==> src/rtl/usec_pkg.sv <==
`timescale 1ns/1ps
package usec_pkg;
  localparam logic [7:0] ADDR_CNT = 8'h10;
  localparam logic [7:0] ADDR_CFG = 8'h14;
  localparam logic [7:0] ADDR_FRZ = 8'h4c;
  localparam logic [15:0] CFG_RESET = 16'h000b;
endpackage

==> src/rtl/usec_regs.sv <==
`timescale 1ns/1ps
module usec_regs #(
  parameter int ADDR_W = 8,
  parameter int CFG_W  = 16
) (
  input  logic              clk_i,
  input  logic              rst_ni,
  input  logic [ADDR_W-1:0] addr_i,
  input  logic              wr_en_i,
  input  logic [31:0]       wdata_i,
  output logic [CFG_W-1:0]  cfg_o,
  output logic              frz_o,
  output logic              cfg_wr_o
);
  import usec_pkg::*;

  logic frz_wr;
  assign cfg_wr_o = wr_en_i && (addr_i == ADDR_W'(ADDR_CFG));
  assign frz_wr   = wr_en_i && (addr_i == ADDR_W'(ADDR_FRZ));

  always_ff @(posedge clk_i or negedge rst_ni) begin
    if (!rst_ni) begin
      cfg_o <= CFG_W'(CFG_RESET);
      frz_o <= 1'b0;
    end else begin
      if (cfg_wr_o) cfg_o <= wdata_i[CFG_W-1:0];
      if (frz_wr)   frz_o <= wdata_i[0];
    end
  end

  AST_CFG_WRITE: assert property (@(posedge clk_i) disable iff (!rst_ni)
    cfg_wr_o |=> cfg_o == $past(wdata_i[CFG_W-1:0]));
endmodule

==> src/rtl/usec_frac_prescaler.sv <==
`timescale 1ns/1ps
module usec_frac_prescaler #(
  parameter int FRAC_W = 8
) (
  input  logic                clk_i,
  input  logic                rst_ni,
  input  logic [2*FRAC_W-1:0] cfg_i,
  input  logic                frz_i,
  input  logic                clr_i,
  output logic                tick_o
);
  localparam int ACC_W = FRAC_W + 1;

  logic [ACC_W-1:0] dvs, dvd, acc_q, acc_d;
  logic [ACC_W:0]   sum;
  logic             dvd_ge;

  assign dvs    = ACC_W'(cfg_i[FRAC_W-1:0]) + ACC_W'(1);
  assign dvd    = ACC_W'(cfg_i[2*FRAC_W-1:FRAC_W]) + ACC_W'(1);
  assign dvd_ge = dvd >= dvs;
  assign sum    = {1'b0, acc_q} + {1'b0, dvd};
  assign tick_o = !frz_i && (sum >= {1'b0, dvs});

  always_comb begin
    acc_d = acc_q;
    if (!frz_i) begin
      if (dvd_ge)      acc_d = '0;
      else if (tick_o) acc_d = ACC_W'(sum - {1'b0, dvs});
      else             acc_d = sum[ACC_W-1:0];
    end
  end

  always_ff @(posedge clk_i or negedge rst_ni) begin
    if (!rst_ni)    acc_q <= '0;
    else if (clr_i) acc_q <= '0;
    else            acc_q <= acc_d;
  end

  AST_ACC_RANGE: assert property (@(posedge clk_i) disable iff (!rst_ni)
    acc_q < dvs || $past(clr_i) == 1'b0 && $changed(cfg_i));
  AST_CLR_PHASE: assert property (@(posedge clk_i) disable iff (!rst_ni)
    clr_i |=> acc_q == '0);
  AST_FRZ_ACC: assert property (@(posedge clk_i) disable iff (!rst_ni)
    (frz_i && !clr_i) |=> $stable(acc_q));
  AST_FAST_RATIO: assert property (@(posedge clk_i) disable iff (!rst_ni)
    (dvd_ge && !frz_i) |-> tick_o);
endmodule

==> src/rtl/usec_counter.sv <==
`timescale 1ns/1ps
module usec_counter #(
  parameter int CNT_W = 32
) (
  input  logic             clk_i,
  input  logic             rst_ni,
  input  logic             tick_i,
  output logic [CNT_W-1:0] cnt_o
);
  always_ff @(posedge clk_i or negedge rst_ni) begin
    if (!rst_ni)     cnt_o <= '0;
    else if (tick_i) cnt_o <= cnt_o + CNT_W'(1);
  end

  AST_WRAP: assert property (@(posedge clk_i) disable iff (!rst_ni)
    (tick_i && (&cnt_o)) |=> cnt_o == '0);
  AST_STEP: assert property (@(posedge clk_i) disable iff (!rst_ni)
    !tick_i |=> $stable(cnt_o));
endmodule

==> src/rtl/usec_timebase.sv <==
`timescale 1ns/1ps
module usec_timebase #(
  parameter int ADDR_W = 8,
  parameter int FRAC_W = 8,
  parameter int CNT_W  = 32
) (
  input  logic              clk_i,
  input  logic              rst_ni,
  input  logic [ADDR_W-1:0] addr_i,
  input  logic              wr_en_i,
  input  logic [31:0]       wdata_i,
  output logic [31:0]       rdata_o
);
  import usec_pkg::*;
  localparam int CFG_W = 2 * FRAC_W;

  logic [CFG_W-1:0] cfg;
  logic             frz, cfg_wr, tick;
  logic [CNT_W-1:0] cnt;

  usec_regs #(.ADDR_W(ADDR_W), .CFG_W(CFG_W)) u_regs (
    .clk_i, .rst_ni, .addr_i, .wr_en_i, .wdata_i,
    .cfg_o(cfg), .frz_o(frz), .cfg_wr_o(cfg_wr)
  );

  usec_frac_prescaler #(.FRAC_W(FRAC_W)) u_pre (
    .clk_i, .rst_ni, .cfg_i(cfg), .frz_i(frz), .clr_i(cfg_wr), .tick_o(tick)
  );

  usec_counter #(.CNT_W(CNT_W)) u_cnt (
    .clk_i, .rst_ni, .tick_i(tick), .cnt_o(cnt)
  );

  always_comb begin
    rdata_o = '0;
    if (addr_i == ADDR_W'(ADDR_CNT))      rdata_o = 32'(cnt);
    else if (addr_i == ADDR_W'(ADDR_CFG)) rdata_o = 32'(cfg);
    else if (addr_i == ADDR_W'(ADDR_FRZ)) rdata_o = {31'd0, frz};
  end

  AST_FRZ_HOLD: assert property (@(posedge clk_i) disable iff (!rst_ni)
    frz |=> $stable(cnt));
  AST_CNT_RO: assert property (@(posedge clk_i) disable iff (!rst_ni)
    (wr_en_i && addr_i == ADDR_W'(ADDR_CNT) && !tick) |=> $stable(cnt));
endmodule

==> config.mk <==
export PLATFORM = sky130hd
export DESIGN_NAME = usec_timebase
export DESIGN_NICKNAME = d
export VERILOG_FILES = /design/src/rtl/usec_pkg.sv /design/src/rtl/usec_regs.sv /design/src/rtl/usec_frac_prescaler.sv /design/src/rtl/usec_counter.sv /design/src/rtl/usec_timebase.sv
export SDC_FILE = /design/constraint.sdc
export NUM_CORES = 1
export LEC_CHECK = 0
export BUFFER_PORTS_ARGS = -buffer_cell sky130_fd_sc_hd__buf_2
export CAP_MARGIN = 10
export CORE_MARGIN = 5
export CORE_UTILIZATION = 48
export DETAILED_ROUTE_END_ITERATION = 10
export PLACE_DENSITY_LB_ADDON = 0.2
export SYNTH_ARGS = -nofsm -noshare
export SYNTH_HDL_FRONTEND = slang
export SYNTH_SLANG_ARGS = --single-unit
export TNS_END_PERCENT = 10
==> constraint.sdc <==
create_clock -name clk_i -period 5.05 [get_ports clk_i]
set_input_delay 0.505 -clock clk_i [delete_from_list [all_inputs] [get_ports clk_i]]
set_output_delay 0.505 -clock clk_i [all_outputs]
set_load 0.01 [all_outputs]
# Yosys cells after proc, flatten, opt, wreduce, memory -nomap -nowiden
# Index checks and enable logic that the tools add are counted.
op_classes:
  add_sub_neg: 5
  magnitude_cmp: 2
  n_eq_ne: 4
  n_mux: 7
  n_reduce_logical: 4
op_table:
  columns: ["cell", "n"]
  rows:
  - ["2-to-1 mux 9 bit", 4]
  - ["adder 32 x 1 -> 32 bit (second input constant)", 1]
  - ["2-to-1 mux 32 bit", 1]
  - ["adder 8 x 1 -> 9 bit (second input constant)", 2]
  - ["equality test 8 x 5 -> 1 bit (second input constant)", 2]
  - ["2-to-1 mux 16 bit", 1]
  - ["adder 9 x 9 -> 10 bit", 1]
  - [">= comparator 10 x 9 -> 1 bit", 1]
  - [">= comparator 9 bit", 1]
  - ["subtractor 9 bit", 1]
  - ["equality test 8 x 7 -> 1 bit (second input constant)", 1]
  - ["logical AND 1 bit", 3]
  - ["inequality test 2 bit (second input constant)", 1]
  - ["zero test 1 bit", 1]
  - ["2-to-1 mux 1 bit", 1]
totals:
  reg_bits: 58
  in_bits: 43
  elab_cells: 26

# Depth between registers and ports, before layout
# Gate-level depths: netlist of run 1.
depth:
  ltp_word: 8
  mapped_depth: 19
  mapped_depth_nobuf: 16

# By module
# A second synthesis of run 1 with hierarchy kept.
unflattened:
  cells_unflattened: 417
  area_unflattened_um2: 4169.0
modules_own_cells:
  columns: ["module", "instances", "cells_per_inst", "area_per_inst_um2"]
  rows:
  - ["usec_frac_prescaler", 1, 192, 1611.5]
  - ["usec_counter", 1, 123, 1448.9]
  - ["usec_regs", 1, 41, 734.5]
  - ["usec_timebase", 1, 61, 374.1]

# Least setup slack after synthesis of run 1
# No wires, ideal clock.
synth_path:
  path_type: "register to register"
  startpoint: "register u_regs.cfg_o[8]"
  endpoint: "register u_cnt.cnt_o[20]"
  setup_ps: 132
  arrival_time_ps: 3903
  path_slack_ps: 1015
  path_stages_with_launch: 18
  path_buffers: 2
  path_cell_list: "dfrtp_1 ha_1 nand3_1 xnor2_1 ha_1 and2_1 a221o_1 or4_1 o211ai_1 ha_1 a21oi_1 o21ai_0 a211oi_1 a21o_1 buf_2 buf_2 nor3_1 xor2_1"
synth_between:
  elab_chain_cells: 4
synth_lines:
  columns: ["item", "line", "source"]
  rows:
  - ["from (decl)", "usec_regs.sv:11", "output logic [CFG_W-1:0] cfg_o,"]
  - ["from (signal assigned)", "usec_regs.sv:23", "cfg_o <= CFG_W'(CFG_RESET);"]
  - ["from (signal assigned)", "usec_regs.sv:26", "if (cfg_wr_o) cfg_o <= wdata_i[CFG_W-1:0];"]
  - ["adder 8 x 1 -> 9 bit", "usec_frac_prescaler.sv:19", "assign dvd = ACC_W'(cfg_i[2*FRAC_W-1:FRAC_W]) + ACC_W'(1);"]
  - ["adder 9 x 9 -> 10 bit", "usec_frac_prescaler.sv:21", "assign sum = {1'b0, acc_q} + {1'b0, dvd};"]
  - [">= comparator 10 x 9 -> 1 bit", "usec_frac_prescaler.sv:22", "assign tick_o = !frz_i && (sum >= {1'b0, dvs});"]
  - ["logical AND 1 bit", "usec_frac_prescaler.sv:22", null]
  - ["to (signal assigned)", "usec_counter.sv:12", "else if (tick_i) cnt_o <= cnt_o + CNT_W'(1);"]
  - ["to (decl)", "usec_counter.sv:8", "output logic [CNT_W-1:0] cnt_o"]
# No other way between the ends.
# A chain may end at the register's enable or synchronous reset.

# Final worst setup path of run 1
layout_path:
  startpoint: "register u_regs.cfg_o[9]"
  endpoint: "register u_cnt.cnt_o[24]"
# The elaborated chain is that of the path after synthesis.

==> summary.txt, run 1 <==
Number of setup violations in the final report = 0
Post-Syn Area = 0.00421 mm²
Mux cell area share after synthesis = 8.00%
Post-synth EDFFs = 0
Synth Area per Inst = 9.29 µm²
Gr usage total = 18.5%
Place WS = 0.513 ns
Worst setup EP type = flip-flop
Least-Margin Pin Slew = 0.798 ns
Worst EP required = 5.27 ns
Async S/R FF share, synth = 100%
NetSw = 0.000914 W
First-pass GRT wire length = 16.5 mm
Post-Route Setup TNS = 0 ns
Clock power share = 20.7%
Unrepaired setup endpoints after global routing = false
Largest cells by area after synthesis = dfrtp_1 33%, ha_1 9.2%, xor2_1 5.6%
DR pass1 iterations = 4
Xor-xnor portion of the synthesized cell area = 10.8%
Leakage = 2.40 nW
Top-Level Pins = 75
Post-route ant nets = 0
Cell internal pwr = 0.00124 W
Hold-fix buffers at CTS = 0
Pwr dens = 450 mW/mm²
TritonCTS clock tree = done
Power share of the combinational group = 51.7%
Vias per cell = 5.58
Post-route clock period utilization = 90.2%
Simple-Gate Fraction of Synth Area = 23.8%
Yosys top cell by area = dfrtp_1
Root Buffer = clkbuf_8
Flop pwr share = 27.6%
MaxCap Viol Count = 0
Synth warnings = 0
Adder and majority cell fraction of the synthesized area = 10.2%
Overall power = 0.00216 W
Remaining DRCs = 0
Smallest setup slack after layout = 0.497 ns
Register area share after synthesis = 34.6%
Clock transition at path regs = 0.07 ns
PortBufs = 58
Cells after synthesis = 453
Syn_nets = 529
CTS Sinks = 58
Compound-Gate Fraction of Synth Area = 9.04%
Wire length per cell = 15.9 µm
Routed wire length = 9.88 mm
Hold Path Class = input pin to asynchronous set/reset pin
Slew headroom = 46.6%
Largest family of logic cells by synthesized area = simple AND/OR/NAND/NOR gates
DR iter-0 viols = 119
Initial antenna violation count = 0
Postcts setup bufs = 0
Congestion Overflow GR = 0
Crit path time final = 4.55 ns
Crit Reg-Reg Startpoint = u_regs.cfg_o[9]
Die X = 104 µm
GPL Wtd Cong = 0.865
CTS Buf Count = 9
ANT cells = 0
Clk_lat worst skew = 0.33 ns
CP max FO = 12
Net switching share of the total power = 42.4%
Startpoint Class = flip-flop
Critical Path AT = 4.77 ns
Placeable Area = 0.00864 mm²
Synth cell types = 55
Total die area = 0.0107 mm²
Starting Density = 48.7%
CP startpoint = u_regs.cfg_o[9]
Synth-to-layout area growth = 14.0%
Number of global-route vias before repair = 3482
Die Height = 104 µm
Most used flip-flop cell after synthesis = dfrtp_1
H-tree lvl count = 3
CTS max path bufs = 2
Fin. max-slew vios = 0
Share of layout cells above drive strength 1 = 19.4%
Final hold vios = 0
Post-synthesis register bit count = 58
Largest net degree at the start of global routing = 59
Critical path class = flip-flop to flip-flop
Max frequency = 220 MHz
Peak supply drop = 0.000255 V
Fin nets = 586
Worst Skew = 0.00699 ns
DR vias = 3474
# rows = 34
HPWL after detailed placement = 7.64 mm
Status = completed
Core Util, Final = 55.5%
Post-CTS sizing = 0
Top cell type's share of synthesized area = 32.7%
-- synth_stat cells (all sizes together), types with 3 or more instances --
cell and number:
dfrtp 55, nand2 38, ha 31, nor2 31
nand3 27, xor2 27, xnor2 25, mux2i 19
and2 18, inv 16, nand4 16, o21ai 16
a21oi 14, mux2 13, nor3 12, nor4 11
buf 10, a21o 8, clkbuf 8, and3 7
nand3b 5, and4 4, nor2b 4, dfstp 3
nand2b 3
-- through the flow --
step / cells / hold slack (ns) / area, µm²
2_1_floorplan: 453 / 0.209 / 4210
3_3_place_gp: 607 / 0.452 / 4590
3_5_place_dp: 607 / 0.456 / 4590
4_1_cts: 623 / 0.333 / 4800
5_1_grt: 623 / 0.379 / 4800
6_report: 623 / 0.314 / 4800
-- cells by family after synthesis --
| logic type | Yosys count |
|---|---|
| AND/OR/NAND/NOR | 185 |
| AO/OA/AOI/OAI | 59 |
| flip-flops | 58 |
| XOR/XNOR | 52 |
| buffers and inverters | 34 |
| adder cells (fa/ha/maj) | 33 |
| multiplexers | 32 |
-- worst paths after layout --
kind                               endpoint  cells after the start  slack [ns]
setup / recovery            u_cnt.cnt_o[24]                     16        0.50
hold / removal              u_cnt.cnt_o[16]                      2        0.31
setup reg to reg            u_cnt.cnt_o[24]                     16        0.50
hold reg to reg             u_cnt.cnt_o[31]                      1        0.47
max in group asynchronous   u_regs.cfg_o[5]                      2        4.25
min in group clk_i         u_regs.cfg_o[13]                      3        0.38
-- power groups by stage --
stage | logic, W | registers [W] | clock network [W]
final | 0.00111 | 0.000596 | 0.000446
after CTS | 0.00112 | 0.000596 | 0.000456
after global placement | 0.00109 | 0.000601 | 0
after detailed placement | 0.00111 | 0.000604 | 0
after floorplan | 0.000863 | 0.000588 | 0
after global routing | 0.00124 | 0.000606 | 0.000482
-- registers in the layout, indices dropped and copies added, names as in the netlist --
| name | cells |
|---|---|
| u_pre.acc_q | 9 |
| u_cnt.cnt_o | 32 |
| u_regs.frz_o | 1 |
| u_regs.cfg_o | 16 |
-- per-layer routing --
metal | vias to the layer above | track usage, % | part of all wire (%)
li1 | 1730 | - | -
met1 | 1693 | 22.7 | 45
met2 | 41 | 32.6 | 51
met3 | 10 | 3.61 | 2.7
met4 | 0 | 5.15 | 1.2
met5 | - | 0 | 0
-- cells in the final DEF (no fill, tap or decap), types with 2 or more instances in the layout --
master,n
nor2_1,31
xor2_1,27
nand2_1,38
clkbuf_1,2
dfstp_2,3
nor4_1,10
or3_1,2
ha_1,31
nand4_1,15
clkbuf_8,12
a21o_1,8
o21a_1,2
dfrtp_1,55
and2_1,18
a31oi_1,2
inv_1,16
and4_1,4
mux2i_1,19
nor2b_1,3
o21ai_0,16
buf_2,58
mux2_2,13
and3_1,6
a221oi_1,2
fa_1,2
o22ai_1,2
a211oi_1,2
nand2b_1,3
o311a_1,2
nor3_1,12
nand3_1,27
a21oi_1,14
nand3b_1,5
buf_4,6
xnor2_1,25
-- critical path: stages (launching register included) --
cell	delay, ns
dfrtp_1	0.41
ha_1	0.21
nand3_1	0.12
xnor2_1	0.32
ha_1	0.33
and2_1	0.18
a221o_1	0.36
or4_1	0.50
o211ai_1	0.15
ha_1	0.26
nand4_1	0.13
a311oi_1	0.29
a211oi_1	0.11
a21oi_1	0.44
buf_4	0.31
nand4_1	0.15
xnor2_1	0.15
-- layout make-up --
| class | instances | area [µm²] |
|---|---|---|
| Timing Repair Buffer | 64 | 335 |
| Tap cell | 108 | 135 |
| Clock inverter | 2 | 35.0 |
| Inverter | 16 | 60.1 |
| Clock buffer | 14 | 173 |
| Fill cell | 801 | 3840 |
| Sequential cell | 58 | 1460 |
| Multi-Input combinational cell | 361 | 2600 |
Note: power is estimated with default switching activity, not from simulation.
==> inputs of run 2 (changes only) <==
--- a/config.mk
+++ b/config.mk
@@ -11,4 +11,5 @@
 export CORE_UTILIZATION = 48
 export DETAILED_ROUTE_END_ITERATION = 10
+export GPL_TIMING_DRIVEN = 0
 export PLACE_DENSITY_LB_ADDON = 0.2
 export SYNTH_ARGS = -nofsm -noshare
==> constraint.sdc (replaced) <==
create_clock -name clk_i -period 5.05 [get_ports clk_i]
set_input_delay 0.505 -clock clk_i [delete_from_list [all_inputs] [get_ports clk_i]]
set_output_delay 0.505 -clock clk_i [all_outputs]
set_load 0.005 [all_outputs]
==> summary.txt, run 2 (synthesis results as in run 1) <==
Remaining DRCs = 0
Die X = 104 µm
Hold Path Class = input pin to asynchronous set/reset pin
Fin Hold WS = 0.138 ns
Post-route clock period utilization = 92.7%
Hold-fix buffers at CTS = 0
Vias per cell = 5.61
Biggest register = u_cnt.cnt_o
TritonCTS clock tree = done
CTS max path bufs = 2
Root Buffer = clkbuf_8
First-pass GRT wire length = 17.8 mm
Critical-path cell list = ha_1, nand3_1, xnor2_2, ha_1, and2_1, a221o_1, or4_1, o211ai_1, ha_1, a21oi_1, o21ai_0, a211oi_2, a21o_1, buf_2, clkbuf_4, nor3_1, xor2_1
Commonest non-fill, non-tap cell in the layout = buf_2
Wire length per cell = 16.4 µm
Max incr delay on CP = 0.51 ns
GPL Wtd Cong = 0.898
Post-route ant nets = 0
Fin nets = 599
Leakage = 2.44 nW
Crit path depth = 17
CP max FO = 10
Startpoint Class = flip-flop
Congestion Overflow GR = 0
Pwr dens = 455 mW/mm²
Number of setup violations in the final report = 0
R2r setup slk = 0.37 ns
Die Height = 104 µm
Synth-to-layout area growth = 15.7%
NetSw = 0.000966 W
Cell internal pwr = 0.00125 W
Slowest CP cell = or4_1
Starting Density = 48.7%
CP delay by family, top = compound AO/OA/AOI/OAI gates
Final hold vios = 0
HPWL after detailed placement = 8.19 mm
MaxCap Viol Count = 0
Routed wire length = 10.5 mm
# rows = 34
Peak supply drop = 0.000188 V
Fillers = 809
Share of layout cells above drive strength 1 = 19.7%
CP startpoint = u_regs.cfg_o[8]
Fin. max-slew vios = 0
Crit Reg-Reg Startpoint = u_regs.cfg_o[8]
Crit path time final = 4.68 ns
Slew headroom = 57.7%
Fin cells = 636
Initial antenna violation count = 0
Clock power share = 19.6%
Number of global-route vias before repair = 3730
Worst Skew = 0.00813 ns
H-tree lvl count = 3
Worst setup EP type = flip-flop
Placed Instances = 620
PortBufs = 58
Critical path class = flip-flop to flip-flop
Buf+Inv Stages, Crit Path = 2
Top-Level Pins = 75
Most frequent cells in the layout = 62 x buf_2, 55 x dfrtp_1, 38 x nand2_1
R2R Path End = u_cnt.cnt_o[20]
Worst EP required = 5.27 ns
Clock transition at path regs = 0.06 ns
Largest net degree at the start of global routing = 39
ANT cells = 0
Least-Margin Pin Slew = 0.634 ns
Regs by FF count = u_cnt.cnt_o (32), u_regs.cfg_o (16), u_pre.acc_q (9)
Status = completed
Cells on worst reg2reg path = 17
Flop pwr share = 27.0%
CTS Buf Count = 9
CTS Sinks = 58
Total die area = 0.0107 mm²
Gr usage total = 19.9%
Clk_lat worst skew = 0.34 ns
DR iter-0 viols = 159
Power share of the combinational group = 53.4%
Critical Path AT = 4.90 ns
Max frequency = 214 MHz
DR pass1 iterations = 4
DR vias = 3566
Placeable Area = 0.00864 mm²
Largest register FFs = 32
Net switching share of the total power = 43.6%
Most frequent CP cell = ha_1
run 2: cell count changes in the layout (fill, tap and decap cells not counted), sizes merged:
cell / change
buf: +4
clkbuf: +9
run 2: metrics by stage:
stage                     area, µm²  power (W)  setup WS, ns  util (%)  setup TNS, ns
final                          4870    0.00221         0.370      56.3              0
after CTS                      4850    0.00220        0.0780      56.2              0
after global routing           4870    0.00239      -0.00549      56.3       -0.00549
after global placement         4630    0.00174         0.160      53.6              0
after floorplan                4210    0.00145          1.02         -              0
after detailed placement       4650    0.00176         0.121      53.9              0
run 2: final cells by class:
cell class	instances	area [µm²]	share of cell area, %
multi-input combinational	361	2620	53.7
sequential	58	1460	29.9
timing repair buffer	59	310	6.38
clock buffer	14	163	3.34
tap	108	135	2.78
buffer	18	92.6	1.90
inverter	16	60.1	1.23
clock inverter	2	35.0	0.720
run 2: worst max path at each step:
| stage | end |
|---|---|
| after floorplan | u_cnt.cnt_o[20] |
| after global placement | u_cnt.cnt_o[27] |
| after detailed placement | u_cnt.cnt_o[27] |
| after CTS | u_cnt.cnt_o[20] |
| after global routing | u_cnt.cnt_o[12] |
| final | u_cnt.cnt_o[20] |
run 2: timing repair:
action | 4_1_cts | 5_1_grt
setup endpoints to repair | 0 | 24
buffers inserted | 0 | 0
resized for setup | 0 | 5
run 2: power groups by stage:
stage	clock (W)	combinational, W	sequential, W
after floorplan	0	0.000863	0.000588
after global placement	0	0.00114	0.000601
after detailed placement	0	0.00116	0.000605
after CTS	0.000440	0.00116	0.000597
after global routing	0.000469	0.00132	0.000608
final	0.000434	0.00118	0.000598
run 2: worst reg2reg max path, delay by kind of cell (launching register included):
family	cells	cell delay (ns)
compound gates	6	1.36
xor+xnor	2	0.41
fa+ha+maj	3	0.88
buf+inv	2	0.50
flops	1	0.48
simple gates	4	0.94
run 2: layer usage:
| metal | share of wire, % | vias up | wire, µm | GRT usage [%] |
|---|---|---|---|---|
| met5 | 0 | - | 0 | 0 |
| met4 | 2.1 | 0 | 220 | 8.90 |
| met3 | 2.7 | 21 | 282 | 2.30 |
| met2 | 52 | 62 | 5390 | 35.0 |
| met1 | 44 | 1728 | 4560 | 24.1 |
| li1 | - | 1755 | - | - |
